==> src/rtl/pps_timekeeper.sv <==
module pps_timekeeper #(
  parameter int AW = 6
) (
  input  logic          clk,
  input  logic          rst,
  input  logic          pps_in,
  input  logic [AW-1:0] reg_addr,
  input  logic          reg_wr,
  input  logic [31:0]   reg_wdata,
  input  logic          reg_rd,
  output logic [31:0]   reg_rdata
);
  localparam int WIW = AW - 2;
  localparam logic [WIW-1:0] W_NOW_LO = WIW'(0);
  localparam logic [WIW-1:0] W_NOW_HI = WIW'(1);
  localparam logic [WIW-1:0] W_EV_LO  = WIW'(2);
  localparam logic [WIW-1:0] W_EV_HI  = WIW'(3);
  localparam logic [WIW-1:0] W_CTRL   = WIW'(4);
  localparam logic [WIW-1:0] W_SN_LO  = WIW'(5);
  localparam logic [WIW-1:0] W_SN_HI  = WIW'(6);
  localparam logic [WIW-1:0] W_PER_LO = WIW'(7);
  localparam logic [WIW-1:0] W_PER_HI = WIW'(8);

  logic [63:0] tnow, tev, tsnap, tper;
  logic [31:0] hi_shadow;
  logic        armed;
  logic [2:0]  pps_sr;

  wire [WIW-1:0] widx     = reg_addr[AW-1:2];
  wire           pps_edge = pps_sr[1] & ~pps_sr[2];
  wire           ctrl_wr  = reg_wr && (widx == W_CTRL);
  wire           load_now = ctrl_wr && reg_wdata[0];
  wire           arm_wr   = ctrl_wr && reg_wdata[1] && !reg_wdata[0];
  wire           load_pps = pps_edge && armed && !load_now;

  always_ff @(posedge clk) begin
    if (rst) pps_sr <= '0;
    else     pps_sr <= {pps_sr[1:0], pps_in};
  end

  always_ff @(posedge clk) begin
    if (rst)           tnow <= '0;
    else if (load_now) tnow <= tev;
    else if (load_pps) tnow <= tev;
    else               tnow <= tnow + 64'd1;
  end

  always_ff @(posedge clk) begin
    if (rst)           armed <= 1'b0;
    else if (load_now) armed <= 1'b0;
    else if (arm_wr)   armed <= 1'b1;
    else if (pps_edge) armed <= 1'b0;
  end

  always_ff @(posedge clk) begin
    if (rst)           tsnap <= '0;
    else if (pps_edge) tsnap <= tnow;
  end

  always_ff @(posedge clk) begin
    if (rst) begin
      tev  <= '0;
      tper <= '0;
    end else if (reg_wr) begin
      case (widx)
        W_EV_LO:  tev[31:0]   <= reg_wdata;
        W_EV_HI:  tev[63:32]  <= reg_wdata;
        W_PER_LO: tper[31:0]  <= reg_wdata;
        W_PER_HI: tper[63:32] <= reg_wdata;
        default: ;
      endcase
    end
  end

  always_ff @(posedge clk) begin
    if (rst) begin
      reg_rdata <= '0;
      hi_shadow <= '0;
    end else if (reg_rd) begin
      case (widx)
        W_NOW_LO: begin
          reg_rdata <= tnow[31:0];
          hi_shadow <= tnow[63:32];
        end
        W_NOW_HI: reg_rdata <= hi_shadow;
        W_EV_LO:  reg_rdata <= tev[31:0];
        W_EV_HI:  reg_rdata <= tev[63:32];
        W_CTRL:   reg_rdata <= {30'd0, armed, 1'b0};
        W_SN_LO:  reg_rdata <= tsnap[31:0];
        W_SN_HI:  reg_rdata <= tsnap[63:32];
        W_PER_LO: reg_rdata <= tper[31:0];
        W_PER_HI: reg_rdata <= tper[63:32];
        default:  reg_rdata <= '0;
      endcase
    end
  end

  AST_COUNT_STEP: assert property (@(posedge clk) disable iff (rst)
    (!load_now && !load_pps) |=> (tnow == $past(tnow) + 64'd1));
  AST_IMM_LOAD: assert property (@(posedge clk) disable iff (rst)
    load_now |=> (tnow == $past(tev) && !armed));
  AST_ARM_CLEARS: assert property (@(posedge clk) disable iff (rst)
    (pps_edge && armed && !ctrl_wr) |=> !armed);
  AST_SNAP_TAKE: assert property (@(posedge clk) disable iff (rst)
    pps_edge |=> (tsnap == $past(tnow)));
  AST_SNAP_HOLD: assert property (@(posedge clk) disable iff (rst)
    !pps_edge |=> $stable(tsnap));
  AST_BOTH_BITS: assert property (@(posedge clk) disable iff (rst)
    (ctrl_wr && reg_wdata[1:0] == 2'b11) |=> !armed);
  AST_RDATA_HOLD: assert property (@(posedge clk) disable iff (rst)
    !reg_rd |=> $stable(reg_rdata));
endmodule

==> config.mk <==
export PLATFORM = sky130hd
export DESIGN_NAME = pps_timekeeper
export DESIGN_NICKNAME = d
export VERILOG_FILES = /design/src/rtl/pps_timekeeper.sv
export SDC_FILE = /design/constraint.sdc
export NUM_CORES = 1
export LEC_CHECK = 0
export ABC_AREA = 1
export BUFFER_PORTS_ARGS = -buffer_cell sky130_fd_sc_hd__clkbuf_2
export CORE_MARGIN = 1
export CORE_UTILIZATION = 50
export CTS_CLUSTER_SIZE = 20
export DETAILED_ROUTE_END_ITERATION = 12
export PLACE_DENSITY = 0.74
export SLEW_MARGIN = 0
export SYNTH_ARGS = -nofsm -noshare
export SYNTH_HDL_FRONTEND = slang
export SYNTH_SLANG_ARGS = --single-unit
==> constraint.sdc <==
create_clock -name clk -period 1.96 [get_ports clk]
set_input_delay 0.098 -clock clk [delete_from_list [all_inputs] [get_ports clk]]
set_output_delay 0.098 -clock clk [all_outputs]
set_load 0.03 [all_outputs]
# Yosys cells after proc, flatten, opt, wreduce, memory -nomap -nowiden

Index checks and enable logic that the tools add are counted.
Widths: inputs -> output; s select.

Input port bits: 43
Output and inout port bits: 32
Flip-flop bits (word level): 324
Word-level logic and storage cells: 42

Add/subtract/negate cells: 1
Equal/unequal tests: 8
Bitwise gates (word level): 2
Reduce and logical (&&, ||, !) cells: 16
Multiplexer cells: 5

Operators with widths:

| cell                  | count |
|---|---|
| $pmux 32 s9           | 1 |
| $mux 64               | 2 |
| $add 64x1->64 const B | 1 |
| $eq 4x3->1 const B    | 4 |
| $reduce_and 2->1      | 5 |
| $eq 4x2->1 const B    | 2 |
| $logic_and 1x1->1     | 6 |
| $eq 4x1->1 const B    | 1 |
| $eq 4x4->1 const B    | 1 |
| $logic_not 4->1       | 1 |
| $logic_not 1->1       | 2 |
| $mux 1                | 2 |
| $reduce_bool 2->1     | 1 |
| $reduce_or 2->1       | 1 |
| $and 1x1->1           | 1 |
| $not 1->1             | 1 |

# Depth between registers and ports, before layout

Gate-level depths: netlist of run 1.

Word-level depth: 7
Mapped depth: 12
Depth with buffers taken out: 12

# Worst setup path before layout of run 1

OpenSTA, ideal clock, no wires.

Path type: register -> register
Start: register tnow[1]
End: register tnow[42]
Setup time: 0.109 ns
Cell stages (with the launch flop): 13
Path slack: 0.351 ns
Arrival time: 1.500 ns
Data required time: 1.851 ns
Cells stage by stage: dfxtp_1 -> ha_1 -> inv_1 -> nor2_1 -> nand2_1 -> nor2_1 -> nand2_1 -> inv_1 -> nand2_1 -> nand2_1 -> nand3_1 -> nand2_1 -> inv_1

Cells in the longest elaborated chain, start to end: 3

Ends and longest elaborated chain:

| item                   | RTL line | source |
|---|---|---|
| from (decl)            | 24       | `logic [63:0] tnow, tev, tsnap, tper;` |
| from (signal assigned) | 43       | `else if (load_now) tnow <= tev;` |
| from (signal assigned) | 44       | `else if (load_pps) tnow <= tev;` |
| from (signal assigned) | 45       | `else tnow <= tnow + 64'd1;` |
| $add 64x1->64          | 45       |  |
| $mux 64                | 44       |  |
| $mux 64                | 43       |  |

Every way passes these cells.
A chain may end at the register's enable or synchronous reset.

# Final worst setup path of run 1

Start: register tnow[31]
End: register tnow[63]

Same word-level chain as after synthesis.

==> impl_metrics.yaml, run 1 <==
drt:
  vias_per_cell: 5.71
  drt-total-wl_mm: 56.6
  drt_iter0_markers: 1960
  postRouteAntennaNets: 0
  drc: 0
  via_count: 16194
  post_drt_wl_per_cell_um: 20.0
  drt-pass1-iter-count: 6
synthesis:
  yosys_warnings: 0
  synth_cell_type_count: 30
  synthArstFlopShare_pct: 0
  yosys.area.top_type: "dfxtp_1"
  syn_area_sq_um: 15200
  synth_edf_count: 0
  synth_top_area_share_pct: 42.7
  synth_ff_type: "dfxtp_1"
  ys_seq_elements: 324
  ys_seq_area_share_pct: 42.7
  netlist_top_cells_area: "dfxtp_1 43%, nand2_1 16%, a21oi_1 10%, o21ai_0 7.8%, nor2_1 5.4%"
  synth_area_per_cell_sq_um: 6.57
  syn_inst: 2310
  syn_nets: 2354
timing:
  tightest_slew_ns: 0.712
  setup_tns_ns: 0
  hold_viol: 0
  rsz0062_at_grt: "no"
  fin_crit_ns: 1.82
  relSlewSlack_pct: 52.0
  maxSlewViolCount: 0
  post-route-period-util_pct: 92.8
  fmax_mhz: 550
  worst_clock_skew_ns: 0.0203
  setup_viol_count_final: 0
setup_path:
  crit_start: "tnow[31]$_SDFF_PP0_"
  path_cells: "nand2_1 > nor2_1 > nand2_1 > nor2_1 > nand2_1 > o21ai_0 > nand3_1 > nand2_1 > inv_1"
  path_delay_family: "simple AND/OR/NAND/NOR gates"
  criticalPathCategory: "flop to flop"
  cp.required_ns: 2.39
  cp_data_arrival_time_ns: 2.25
  path_max_fanout: 4
  slowest_delay_ns: 0.52
  cp.depth: 9
  r2r-start: "tnow[31]$_SDFF_PP0_"
  endpoint: "tnow[63]$_SDFF_PP0_"
  start_kind: "flop"
  cp-end-kind: "flop"
  reg2reg_depth: 9
  slowest_stage: "dfxtp_1"
  rrSetupSlack_ns: 0.14
  r2r_end: "tnow[63]$_SDFF_PP0_"
  cpMostUsedCell: "nand2_1"
  crit_buf_inv: 1
power:
  leakage_nw: 7.10
  p_per_area_nw_per_um2: 824
  vdd_drop_max_v: 0.000761
  totalPowerFinal_mw: 14.8
clocking:
  clkSlewWorstSetupHoldPaths_ns: 0.06
  clock_sinks: 324
  cts_tree: "built"
  clk_path_buf_depth: 3
  cts_max_level: 2
  cts_root_buffer: "clkbuf_16"
  cts_buffers: 36
  clock_latency_ns: 0.53
layout:
  mostFrequentLayoutCells: "642 x nand2_1, 321 x dfxtp_1, 310 x a21oi_1"
  drive_gt1_share_pct: 10.9
  post-route-util_pct: 60.5
  nFillCells: 2776
  nNetsFinal: 2463
  final_common_cell: "nand2_1"
  area_growth_pct: 18.4
  antenna_cells: 0
placed_design:
  gp_congestion: 1.03
  dp_hpwl_mm: 39.6
  port_buffers: 72
global_route:
  grt_antenna_before_repair: 1
  grt_max_degree: 114
  overflow: 0
  grt_pass1_wl_mm: 85.5
  grt.total_usage_pct: 36.3
  grt_pass1_vias: 14944
die:
  dieArea_sq_um: 31100
  fp.dieH_um: 176
  die_w_um: 176
  design.core.area_sq_um: 29700
  start_util_pct: 51.1
  placementRows: 63
  ios: 75
outcome:
  status: "completed"
run:
  max_cap_violations: 0
min_path:
  hold_path.class: "primary input to flop"
synth_stat cells, types with 6 or more instances:
master	n
nor3_1	6
nand3_1	147
buf_2	30
dfxtp_1	324
nand4_1	12
nand2_1	643
inv_1	209
clkbuf_1	90
nand2_2	7
a21oi_1	310
nor2_1	220
nor2_2	9
o22ai_1	12
inv_2	6
xor2_1	14
o21ai_0	237
state kept, by name (all words and copies together) (netlist names):
signal and flops:
tev 64, tnow 64, tper 64, tsnap 64, hi_shadow 32, reg_rdata 32, pps_sr 3, armed 1
routing by layer:
| layer | global-route usage [%] | wire (um) | vias to the layer above |
|---|---|---|---|
| li1 | - | - | 7659 |
| met1 | 49.9 | 23700 | 7552 |
| met2 | 54.0 | 24100 | 864 |
| met3 | 10.3 | 6980 | 117 |
| met4 | 12.4 | 1790 | 2 |
| met5 | 2.08 | 85 | - |
worst min-delay path by stage:
stage | from | to | slack [ns] | cells after the start
after floorplan | pps_in | pps_sr[0]$_SDFF_PP0_ | 0.20 | 2
final | reg_wr | armed$_SDFFE_PP0P_ | 0.04 | 6
after CTS | reg_wr | armed$_SDFFE_PP0P_ | 0.02 | 6
after detailed placement | pps_in | pps_sr[0]$_SDFF_PP0_ | 0.35 | 3
after global routing | reg_wr | armed$_SDFFE_PP0P_ | 0.09 | 6
after global placement | pps_in | pps_sr[0]$_SDFF_PP0_ | 0.35 | 3
tightest hold or removal path, stage by stage:
cell and delay [ns]:
clkbuf_2 0.09, inv_1 0.06, nor2_2 0.04, nand2_1 0.08
nand2_1 0.06, a21oi_1 0.10
timing repair:
action	CTS	global route
endpoints found under the hold margin	133	0
setup endpoints to repair	0	7
buffers inserted	0	2
hold buffers	35	0
gates resized for setup	0	10
final cells by class:
type	instances	area (sq um)	share of cell area [%]
multi-input combinational	1641	7360	41.0
sequential	324	6490	36.1
clock buffer	51	1050	5.83
clock inverter	14	183	1.02
timing repair buffer	201	1600	8.89
inverter	215	808	4.50
tap	390	488	2.71
cell families (layout without fill, tap and decap cells):
group | after synthesis | count (layout) | share of synthesized area (%)
xor gates and xnor gates | 19 | 19 | 1.10
buffers and inverters | 345 | 481 | 8.98
adders and majority gates | 1 | 1 | 0.0824
AOI/OAI and AO/OA | 570 | 570 | 19.1
and+or+nand+nor | 1051 | 1051 | 28.0
DFF | 324 | 324 | 42.7
power by group:
| group | internal, mW | total [mW] | switching, mW | leakage, nW |
|---|---|---|---|---|
| sequential | 6.73 | 6.82 | 0.0904 | 2.62 |
| clock | 4.16 | 7.04 | 2.88 | 0.599 |
| combinational | 0.296 | 0.958 | 0.662 | 3.88 |
per-stage QoR:
stage / std cells / cell area, sq um / setup WS (ns) / hold WS (ns)
floorplan: 2310 / 15200 / 0.351 / 0.205
finish: 2836 / 18000 / 0.141 / 0.0398
global route: 2836 / 18000 / 0.0128 / 0.0856
global placement: 2734 / 16300 / 0.111 / 0.347
CTS: 2834 / 17900 / 0.148 / 0.0249
detailed placement: 2734 / 16300 / 0.164 / 0.348
Power figures use the tool's default switching activity.
==> run 2, diff against run 1 <==
--- a/config.mk
+++ b/config.mk
@@ -7,3 +7,3 @@
 export LEC_CHECK = 0
-export ABC_AREA = 1
+export ABC_AREA = 0
 export BUFFER_PORTS_ARGS = -buffer_cell sky130_fd_sc_hd__clkbuf_2
==> constraint.sdc (replaced) <==
create_clock -name clk -period 1.96 [get_ports clk]
set_input_delay 0.392 -clock clk [delete_from_list [all_inputs] [get_ports clk]]
set_output_delay 0.392 -clock clk [all_outputs]
set_load 0.03 [all_outputs]
==> run 2 against run 1 <==
Compared with the run above: largest power group unchanged; combinational power fell by 22%; highest routed layer is now met4; hold slack improved by 0.069 ns; critical endpoint is now tnow[53]$_SDFF_PP0_; synthesized cell count fell by 23%; the run now ends with negative setup slack left; non-clock buffer count rose by 40.
==> impl_metrics.yaml, run 2 <==
timing:
  maxSlewViolCount: 0
  setup_tns_ns: -2.10
  tightest_slew_ns: 0.574
  relSlewSlack_pct: 61.7
  rsz0062_at_grt: "yes"
  hold_viol: 0
  setup_viol_count_final: 22
  fmax_mhz: 454
  worst_clock_skew_ns: 0.00983
  fin_crit_ns: 2.20
  post-route-period-util_pct: 112
  layout_setup_ws_ns: -0.241
clocking:
  cts_tree: "built"
  cts_root_buffer: "clkbuf_16"
  clkSlewWorstSetupHoldPaths_ns: 0.06
  clock_latency_ns: 0.51
  clock_sinks: 324
  clk_path_buf_depth: 3
  cts_buffers: 35
  cts_max_level: 2
layout:
  multi_input_area_sq_um: 6880
  nFillCells: 2272
  area_growth_pct: 24.4
  final_common_cell: "nand2_1"
  post-route-util_pct: 63.5
  regArea_sq_um: 6500
  mostFrequentLayoutCells: "484 x nand2_1, 316 x dfxtp_1, 278 x a21oi_1"
  drive_gt1_share_pct: 17.4
  finalNonFillerCells: 2259
  nNetsFinal: 1939
  stdcell_area_sq_um: 17200
  antenna_cells: 0
placed_design:
  port_buffers: 72
  place_ws_ns: -0.299
  dp_hpwl_mm: 29.8
  placed_cells: 2198
  place_area_sq_um: 15900
  gp_congestion: 0.937
setup_path:
  slowest_delay_ns: 0.60
  criticalPathCategory: "flop to flop"
  cpMostUsedCell: "or4_4"
  path_delay_family: "simple AND/OR/NAND/NOR gates"
  path_max_fanout: 8
  path_cells: "nand4_1 > or4_4 > or4_4 > or4_4 > a31oi_1"
  cp-end-kind: "flop"
  cp.required_ns: 2.40
  cp_data_arrival_time_ns: 2.64
  slowest_stage: "or4_4"
  crit_buf_inv: 0
  start_kind: "flop"
die:
  ios: 75
  dieArea_sq_um: 28300
  start_util_pct: 51.0
  die_w_um: 168
  fp.dieH_um: 168
  placementRows: 60
  design.core.area_sq_um: 27000
drt:
  via_count: 13936
  drc: 0
  vias_per_cell: 6.17
  drt_iter0_markers: 1753
  post_drt_wl_per_cell_um: 19.7
  postRouteAntennaNets: 0
  drt-total-wl_mm: 44.6
  drt-pass1-iter-count: 6
min_path:
  hold_path.class: "primary input to flop"
synthesis:
  syn_area_sq_um: 13800
  yosys_warnings: 0
  synthArstFlopShare_pct: 0
  syn_inst: 1776
  synth_top_area_share_pct: 47.0
  ys_seq_area_share_pct: 47.0
  synth_area_per_cell_sq_um: 7.77
  synth_edf_count: 0
  yosys.area.top_type: "dfxtp_1"
  synth_cell_type_count: 47
  synth_ff_type: "dfxtp_1"
  synth_common_cells: "484 x nand2_1, 324 x dfxtp_1, 278 x a21oi_1, 147 x clkbuf_1, 128 x a22oi_1"
  ys_seq_elements: 324
  synth.most_common_cell: "nand2_1"
  netlist_top_cells_area: "dfxtp_1 47%, nand2_1 13%, a21oi_1 10%, a22oi_1 7.0%, clkbuf_1 4.0%"
  syn_nets: 1820
global_route:
  overflow: 0
  grt.total_usage_pct: 31.3
  grt_pass1_wl_mm: 71.1
  grt_max_degree: 75
  grt_antenna_before_repair: 0
  grt_pass1_vias: 13354
power:
  vdd_drop_max_v: 0.000830
  p_per_area_nw_per_um2: 833
  leakage_nw: 5.76
outcome:
  status: "finished with violations"
  violations: "negative setup slack"
run:
  max_cap_violations: 0
[run 2: cell type report]
class,count,share of cell area (%)
Inverter,13,0.284
Multi-Input combinational cell,1280,40.1
Tap cell,341,2.49
Timing Repair Buffer,241,12.3
Sequential cell,324,37.9
Clock buffer,49,6.01
Clock inverter,11,0.926
[run 2: path summary, 6_finish.rpt]
kind / endpoint / start / slack (ns) / cells past startpoint
setup reg to reg: tnow[53]$_SDFF_PP0_ / tnow[20]$_SDFF_PP0_ / -0.24 / 5
hold reg to reg: pps_sr[1]$_SDFF_PP0_ / pps_sr[0]$_SDFF_PP0_ / 0.44 / 1
hold / removal: pps_sr[0]$_SDFF_PP0_ / pps_in / 0.11 / 2
setup / recovery: tnow[53]$_SDFF_PP0_ / tnow[20]$_SDFF_PP0_ / -0.24 / 5
[run 2: stage by stage]
step	power [mW]	hold WS, ns
after floorplan	7.19	0.414
after global placement	7.56	0.418
after detailed placement	7.57	0.429
after CTS	14.3	0.0922
after global routing	14.6	0.0956
final	14.3	0.109
[run 2: what timing repair did]
action	CTS	global route
resized for setup	7	15
setup endpoints to repair	30	36
pin swaps	3	5
hold buffers	0	0
setup buffers	0	2
hold endpoints to repair	0	0
[run 2: power breakdown]
| group | internal, mW | total [mW] | switching [mW] | leakage, nW |
|---|---|---|---|---|
| clock | 4.19 | 6.84 | 2.65 | 0.590 |
| combinational | 0.255 | 0.748 | 0.493 | 2.56 |
| sequential | 6.65 | 6.70 | 0.0486 | 2.62 |
[run 2: logic make-up after synthesis]
kind of cell / synth area share (%)
flip-flops: 47.0
buffers and inverters: 4.74
AO/OA/AOI/OAI: 23.4
multiplexers: 0.0726
adder cells (fa/ha/maj): 0.0907
XOR/XNOR: 2.48
AND/OR/NAND/NOR: 22.2
[run 2: routing by layer]
metal,wire (um),vias to the layer above,part of all wire (%),track usage [%]
li1,-,6483,-,-
met1,18700,6661,42,41.9
met5,0,-,0,0
met3,3910,104,8.8,4.51
met2,20800,688,47,51.5
met4,1160,0,2.6,11.0
